### config.mk
export PLATFORM = sky130hd
export DESIGN_NAME = bil_interp
export DESIGN_NICKNAME = d
export VERILOG_FILES = /design/src/rtl/bil_pkg.sv /design/src/rtl/bil_addr_gen.sv /design/src/rtl/bil_ctrl.sv /design/src/rtl/bil_blend.sv /design/src/rtl/bil_interp.sv
export SDC_FILE = /design/constraint.sdc
export NUM_CORES = 1
export LEC_CHECK = 0
export BUFFER_PORTS_ARGS = -buffer_cell sky130_fd_sc_hd__buf_4
export CAP_MARGIN = 40
export CORE_MARGIN = 8
export CORE_UTILIZATION = 30
export DETAILED_ROUTE_END_ITERATION = 6
export PLACE_DENSITY = 0.48
export SLEW_MARGIN = 20
export SYNTH_ARGS = -nofsm -noshare
export SYNTH_HDL_FRONTEND = slang
export SYNTH_SLANG_ARGS = --single-unit
### constraint.sdc
create_clock -name clk -period 10.9 [get_ports clk]
set_input_delay 1.635 -clock clk [delete_from_list [all_inputs] [get_ports clk]]
set_output_delay 1.635 -clock clk [all_outputs]
set_load 0.005 [all_outputs]
### src/rtl/bil_pkg.sv
package bil_pkg;
  localparam int PIX_W  = 8;
  localparam int FRAC_W = 4;
  localparam int NBR_N  = 4;
  localparam int IDX_W  = $clog2(NBR_N);
  localparam int DW     = PIX_W + FRAC_W + 2;

  typedef enum logic [1:0] {ST_IDLE, ST_FETCH, ST_BLEND} bil_state_t;

  // a + round(w*(b-a)/2^FRAC_W), clamped to the pixel range
  function automatic logic [PIX_W-1:0] lerp(input logic [PIX_W-1:0] a,
                                            input logic [PIX_W-1:0] b,
                                            input logic [FRAC_W-1:0] w);
    logic signed [DW-1:0] sa, sb, sw, diff, prod, sum;
    logic signed [DW-1:0] rnd;
    rnd  = DW'(1) <<< (FRAC_W - 1);
    sa   = signed'({{(FRAC_W+2){1'b0}}, a});
    sb   = signed'({{(FRAC_W+2){1'b0}}, b});
    sw   = signed'({{(PIX_W+2){1'b0}}, w});
    diff = sb - sa;
    prod = diff * sw;
    sum  = sa + ((prod + rnd) >>> FRAC_W);
    if (sum[DW-1])
      lerp = '0;
    else if (|sum[DW-2:PIX_W])
      lerp = '1;
    else
      lerp = sum[PIX_W-1:0];
  endfunction
endpackage

### src/rtl/bil_addr_gen.sv
module bil_addr_gen #(
  parameter int IMG_W     = 1440,
  parameter int XI_W      = 11,
  parameter int YI_W      = 10,
  parameter int ADDR_W    = 25,
  parameter int PIX_BYTES = 4
) (
  input  logic              clk,
  input  logic              rst_n,
  input  logic              load,
  input  logic [ADDR_W-1:0] base,
  input  logic [XI_W-1:0]   col,
  input  logic [YI_W-1:0]   row,
  input  logic              advance,
  input  logic [1:0]        idx,
  output logic [ADDR_W-1:0] addr
);
  localparam logic [ADDR_W-1:0] STEP_X = ADDR_W'(PIX_BYTES);
  localparam logic [ADDR_W-1:0] STEP_Y = ADDR_W'(IMG_W * PIX_BYTES);

  logic [ADDR_W-1:0] lin;
  assign lin = ADDR_W'(row) * ADDR_W'(IMG_W) + ADDR_W'(col);

  always_ff @(posedge clk or negedge rst_n) begin
    if (!rst_n)
      addr <= '0;
    else if (load)
      addr <= base + lin * STEP_X;
    else if (advance) begin
      case (idx)
        2'd0:    addr <= addr + STEP_X;
        2'd1:    addr <= addr + STEP_Y;
        2'd2:    addr <= addr - STEP_X;
        default: addr <= addr;
      endcase
    end
  end
endmodule

### src/rtl/bil_ctrl.sv
module bil_ctrl
  import bil_pkg::*;
(
  input  logic             clk,
  input  logic             rst_n,
  input  logic             start,
  input  logic             skip,
  input  logic             mem_busy,
  output logic             load,
  output logic             fetching,
  output logic             fetch_ack,
  output logic             advance,
  output logic             blend_now,
  output logic             idle,
  output logic [IDX_W-1:0] idx
);
  localparam logic [IDX_W-1:0] LAST = IDX_W'(NBR_N - 1);

  bil_state_t state_q;

  assign idle      = (state_q == ST_IDLE);
  assign fetching  = (state_q == ST_FETCH);
  assign blend_now = (state_q == ST_BLEND);
  assign load      = idle && start;
  assign fetch_ack = fetching && !mem_busy;
  assign advance   = fetch_ack && !skip && (idx != LAST);

  always_ff @(posedge clk or negedge rst_n) begin
    if (!rst_n) begin
      state_q <= ST_IDLE;
      idx     <= '0;
    end else begin
      case (state_q)
        ST_IDLE: if (start) begin
          state_q <= ST_FETCH;
          idx     <= '0;
        end
        ST_FETCH: if (fetch_ack) begin
          if (skip)
            state_q <= ST_IDLE;
          else if (idx == LAST)
            state_q <= ST_BLEND;
          else
            idx <= idx + 1'b1;
        end
        ST_BLEND: state_q <= ST_IDLE;
        default:  state_q <= ST_IDLE;
      endcase
    end
  end
endmodule

### src/rtl/bil_blend.sv
module bil_blend
  import bil_pkg::*;
(
  input  logic [PIX_W-1:0]  p_tl,
  input  logic [PIX_W-1:0]  p_tr,
  input  logic [PIX_W-1:0]  p_br,
  input  logic [PIX_W-1:0]  p_bl,
  input  logic [FRAC_W-1:0] fx,
  input  logic [FRAC_W-1:0] fy,
  output logic [PIX_W-1:0]  res
);
  logic [PIX_W-1:0] top_mix, bot_mix;
  assign top_mix = lerp(p_tl, p_tr, fx);
  assign bot_mix = lerp(p_bl, p_br, fx);
  assign res     = lerp(top_mix, bot_mix, fy);
endmodule

### src/rtl/bil_interp.sv
module bil_interp
  import bil_pkg::*;
#(
  parameter int IMG_W     = 1440,
  parameter int IMG_H     = 900,
  parameter int XI_W      = 11,
  parameter int YI_W      = 10,
  parameter int ADDR_W    = 25,
  parameter int PIX_BYTES = 4
) (
  input  logic                   clk,
  input  logic                   rst_n,
  input  logic                   start,
  input  logic [XI_W+FRAC_W-1:0] x_in,
  input  logic [YI_W+FRAC_W-1:0] y_in,
  input  logic [ADDR_W-1:0]      base_addr,
  output logic [ADDR_W-1:0]      mem_addr,
  output logic                   mem_rd,
  input  logic                   mem_busy,
  input  logic [PIX_W-1:0]       mem_data,
  output logic [PIX_W-1:0]       pix_out,
  output logic                   pix_valid
);
  localparam int X_W = XI_W + FRAC_W;
  localparam int Y_W = YI_W + FRAC_W;

  logic [X_W-1:0] x_q;
  logic [Y_W-1:0] y_q;
  logic [XI_W-1:0] col_w;
  logic [YI_W-1:0] row_w;
  logic [FRAC_W-1:0] fx_w, fy_w;

  // named internal events, used by the checker
  logic             load_w, fetch_ack, advance_w, blend_now, in_idle, skip_blend;
  logic [IDX_W-1:0] fetch_idx;
  logic [PIX_W-1:0] blend_res;
  logic [PIX_W-1:0] slot [NBR_N];

  always_ff @(posedge clk or negedge rst_n) begin
    if (!rst_n) begin
      x_q <= '0;
      y_q <= '0;
    end else if (load_w) begin
      x_q <= x_in;
      y_q <= y_in;
    end
  end

  assign col_w = x_q[X_W-1:FRAC_W];
  assign row_w = y_q[Y_W-1:FRAC_W];
  assign fx_w  = x_q[FRAC_W-1:0];
  assign fy_w  = y_q[FRAC_W-1:0];

  // base pixel only: exact grid point or border pixel
  assign skip_blend = ((fx_w == '0) && (fy_w == '0))
                    || (col_w == '0) || (row_w == '0)
                    || (col_w == XI_W'(IMG_W - 1))
                    || (row_w == YI_W'(IMG_H - 1));

  bil_ctrl u_ctrl (
    .clk       (clk),
    .rst_n     (rst_n),
    .start     (start),
    .skip      (skip_blend),
    .mem_busy  (mem_busy),
    .load      (load_w),
    .fetching  (mem_rd),
    .fetch_ack (fetch_ack),
    .advance   (advance_w),
    .blend_now (blend_now),
    .idle      (in_idle),
    .idx       (fetch_idx)
  );

  // the load uses the live inputs, since the latch happens on the same edge
  bil_addr_gen #(
    .IMG_W(IMG_W), .XI_W(XI_W), .YI_W(YI_W),
    .ADDR_W(ADDR_W), .PIX_BYTES(PIX_BYTES)
  ) u_addr (
    .clk     (clk),
    .rst_n   (rst_n),
    .load    (load_w),
    .base    (base_addr),
    .col     (x_in[X_W-1:FRAC_W]),
    .row     (y_in[Y_W-1:FRAC_W]),
    .advance (advance_w),
    .idx     (fetch_idx),
    .addr    (mem_addr)
  );

  for (genvar k = 0; k < NBR_N; k++) begin : g_slot
    logic [PIX_W-1:0] q;
    always_ff @(posedge clk or negedge rst_n) begin
      if (!rst_n)
        q <= '0;
      else if (fetch_ack && (fetch_idx == IDX_W'(k)))
        q <= mem_data;
    end
    assign slot[k] = q;
  end

  bil_blend u_blend (
    .p_tl (slot[0]),
    .p_tr (slot[1]),
    .p_br (slot[2]),
    .p_bl (slot[3]),
    .fx   (fx_w),
    .fy   (fy_w),
    .res  (blend_res)
  );

  always_ff @(posedge clk or negedge rst_n) begin
    if (!rst_n) begin
      pix_out   <= '0;
      pix_valid <= 1'b0;
    end else if (load_w) begin
      pix_valid <= 1'b0;
    end else if (fetch_ack && skip_blend) begin
      pix_out   <= mem_data;
      pix_valid <= 1'b1;
    end else if (blend_now) begin
      pix_out   <= blend_res;
      pix_valid <= 1'b1;
    end
  end
endmodule

==> flow_metrics.py <==
metrics = {
    "global_route": {
        "grt_overflow_total": 0,
        "grt_pass1_vias": 13510,
        "grt_pass1_wl_um": 70300,
        "antenna_found_initial": 1,
        "grt_max_degree": 59,
        "gr-usage-all-layers_pct": 15.33,
    },
    "synth": {
        "synth_top_area_cell": "ha_1",
        "syn_nets": 2106,
        "yosysUniqueCellTypes": 86,
        "async_flop_share_pct": 100.0,
        "ys_ff_latch": 99,
        "ys_warn_count": 0,
        "synth_top_area_share_pct": 18.61,
        "syn_area_mm2": 0.01452,
        "syn_inst": 1741,
        "avgSynthCellArea_um2": 8.339,
        "synth_edf_count": 0,
        "synth_ff_type": "dfrtp_1",
        "synthTopCellsByArea": "ha_1 19%, dfrtp_1 17%, fa_1 11%",
        "seq_area_frac_synth_pct": 17.06,
    },
    "floorplanning": {
        "die_x_um": 236.0,
        "dieArea_mm2": 0.05569,
        "start_util_pct": 30.41,
        "die_h_um": 236.0,
        "core_region_area_mm2": 0.04775,
        "ios": 101,
        "fp-row-count": 80,
    },
    "drt": {
        "drt-total-wl_um": 42840,
        "first_pass_iters": 4,
        "drc": 0,
        "post_drt_wl_per_cell_um": 16.15,
        "routed_via_density": 4.911,
        "ant_nets": 0,
        "vias": 13030,
        "drt_iter0_drc": 508,
    },
    "setup_path": {
        "crit_type": "reg -> reg",
        "crit_path_frequent_cell": "a21oi_2",
        "cp.required_ns": 11.15,
        "critPathTopFamily": "adder cells",
        "crit_path_max_incr_delay_ns": 0.53,
        "crit_buf_inv": 5,
        "arrival_ns": 11.94,
        "cp-end-kind": "flip-flop",
        "crit_path_max_fanout": 8,
        "crit_path_start_kind": "flip-flop",
        "critPathSlowestCell": "fa_1",
    },
    "placed_design": {
        "hpwlAfterDp_um": 35580,
        "portBuffers": 100,
        "placed_cells": 2610,
        "gp_congestion": 0.8765,
    },
    "timing": {
        "rsz0062_at_grt": "true",
        "tns_ns": -6.196,
        "worstMarginPinSlew_ns": 0.7189,
        "finalCritPeriodShare_pct": 107.3,
        "finalHoldViolCount": 0,
        "slew_headroom_pct": 51.63,
        "period_minus_slack_ns": 11.70,
        "finalSetupViolCount": 8,
        "clock_skew_ns": 0.01319,
        "maxSlewViolCount": 0,
        "worst_slack_ns": -0.7963,
        "whs_ns": 0.4776,
        "fmaxAchievable_mhz": 85.50,
    },
    "cts": {
        "cts_buffer_depth": 2,
        "clk_pin_slew_ns": 0.09,
        "h-tree-depth": 3,
        "cts_sinks": 99,
        "numCtsBuffers": 9,
        "cts_hold_buf": 0,
        "clock-root-buffer": "clkbuf_16",
        "cts_tree": "done",
        "worst_skew_pair.late_latency_ns": 0.38,
    },
    "outcome": {
        "violations": "negative setup slack",
        "status": "complete, but fails checks",
    },
    "finish": {
        "final_core_util_pct": 38.60,
        "nNetsFinal": 2397,
        "syn_to_final_growth_pct": 26.93,
        "instances_no_fill": 2653,
        "fillers": 4925,
        "register_area_mm2": 0.002477,
        "drive_gt1_share_pct": 22.97,
        "multi_input_area_mm2": 0.01171,
    },
    "run": {
        "maxCapViolations": 0,
    },
    "min_path": {
        "hp-class": "reg -> reg",
    },
}
[state kept, by name, summed over array words and instances, names as in the netlist]
signal and flops:
pix_valid 1, u_ctrl.idx 2, u_addr.addr 25, u_ctrl.state_q 2, pix_out 8, y_q 14
g_slot.q 32, x_q 15
[metal layers]
| layer | vias up | share of wire, % | global-route usage, % |
|---|---|---|---|
| li1 | 6586 | - | - |
| met1 | 6243 | 47 | 19.76 |
| met2 | 163 | 49 | 27.06 |
| met3 | 38 | 2.5 | 2.052 |
| met4 | 0 | 1.7 | 3.165 |
| met5 | - | 0 | 0 |
[timing repair]
action / CTS / global route
pin swaps: 28 / 69
setup endpoints to repair: 8 / 8
resized for setup: 28 / 49
setup buffers: 10 / 15
[through the flow]
stage,setup slack (ns),instance area [µm²]
after floorplan,-0.1873,14730
after global placement,-0.9495,17520
after detailed placement,-0.9530,17560
after CTS,-0.7258,18070
after global routing,-1.403,18430
final,-0.7963,18430
[cell usage after synthesis, types with 7 or more instances]
library cell and instances:
nor4_1 10, nor2_1 91, a21boi_0 13, nand2_1 203, mux2_2 16, o21ai_1 11
and3_1 24, o211ai_1 10, o22ai_1 13, inv_1 201, nor3b_1 17, o21a_1 35
xor2_1 36, dfrtp_1 99, o21bai_1 12, a211oi_1 16, nand3_1 20, a21o_1 44
a31oi_1 7, ha_1 216, clkbuf_1 29, a21oi_1 84, fa_1 83, and2_1 83
a221oi_1 10, xnor2_1 79, mux2i_1 7, o21ai_0 98, nor3_1 27, nand2b_1 26
nor2b_1 21
[layout make-up]
| type | count | share of cell area, % |
|---|---|---|
| clock buffers | 9 | 1.222 |
| flip-flops and latches | 99 | 13.44 |
| repair buffers | 316 | 13.10 |
| clock inverters | 7 | 0.4141 |
| multi-input cells | 1405 | 63.53 |
| diodes | 1 | 0.01358 |
| well taps | 615 | 4.175 |
| inverters | 201 | 4.094 |
[layout by cell type, fill, tap and decap left out, types with 34 or more instances in the layout]
cell / count
xnor2_1: 75
buf_4: 309
a21o_1: 44
xor2_1: 34
ha_1: 200
o21a_1: 35
and2_1: 79
dfrtp_1: 99
nor2_1: 84
fa_1: 79
nand2_1: 200
o21ai_0: 80
a21oi_1: 74
inv_1: 197
[cell families (layout without fill, tap and decap cells)]
group / Yosys count / count (layout) / share of synthesized area (%)
and+or+nand+nor: 558 / 558 / 19.02
AOI/OAI and AO/OA: 407 / 407 / 18.67
adders and majority gates: 299 / 299 / 30.06
buffers and inverters: 237 / 533 / 6.205
xor gates and xnor gates: 117 / 117 / 7.161
DFF: 99 / 99 / 17.06
muxes: 24 / 24 / 1.827
other: 0 / 1 / 0
[worst reg2reg max path: cells and delay by family (launching register included)]
kind | cells | cell delay, ns
DFF | 1 | 0.43
buffers and inverters | 5 | 0.45
xor gates and xnor gates | 2 | 0.26
adders and majority gates | 14 | 4.58
muxes | 1 | 0.28
and+or+nand+nor | 13 | 2.16
AOI/OAI and AO/OA | 18 | 3.41
[final timing paths]
check | start | endpoint | slack, ns | cells past startpoint
setup / recovery | g_slot[3].q[0] | pix_out[3] | -0.80 | 53
hold / removal | y_q[8] | y_q[8] | 0.48 | 2
setup reg to reg | g_slot[3].q[0] | pix_out[3] | -0.80 | 53
hold reg to reg | y_q[8] | y_q[8] | 0.48 | 2
max in group asynchronous | rst_n | pix_valid | 8.57 | 3
min in group asynchronous | rst_n | u_addr.addr[18] | 1.21 | 1
Power is not shown: default switching activity piles up to over one toggle a cycle in this logic, so the estimate is an artifact.
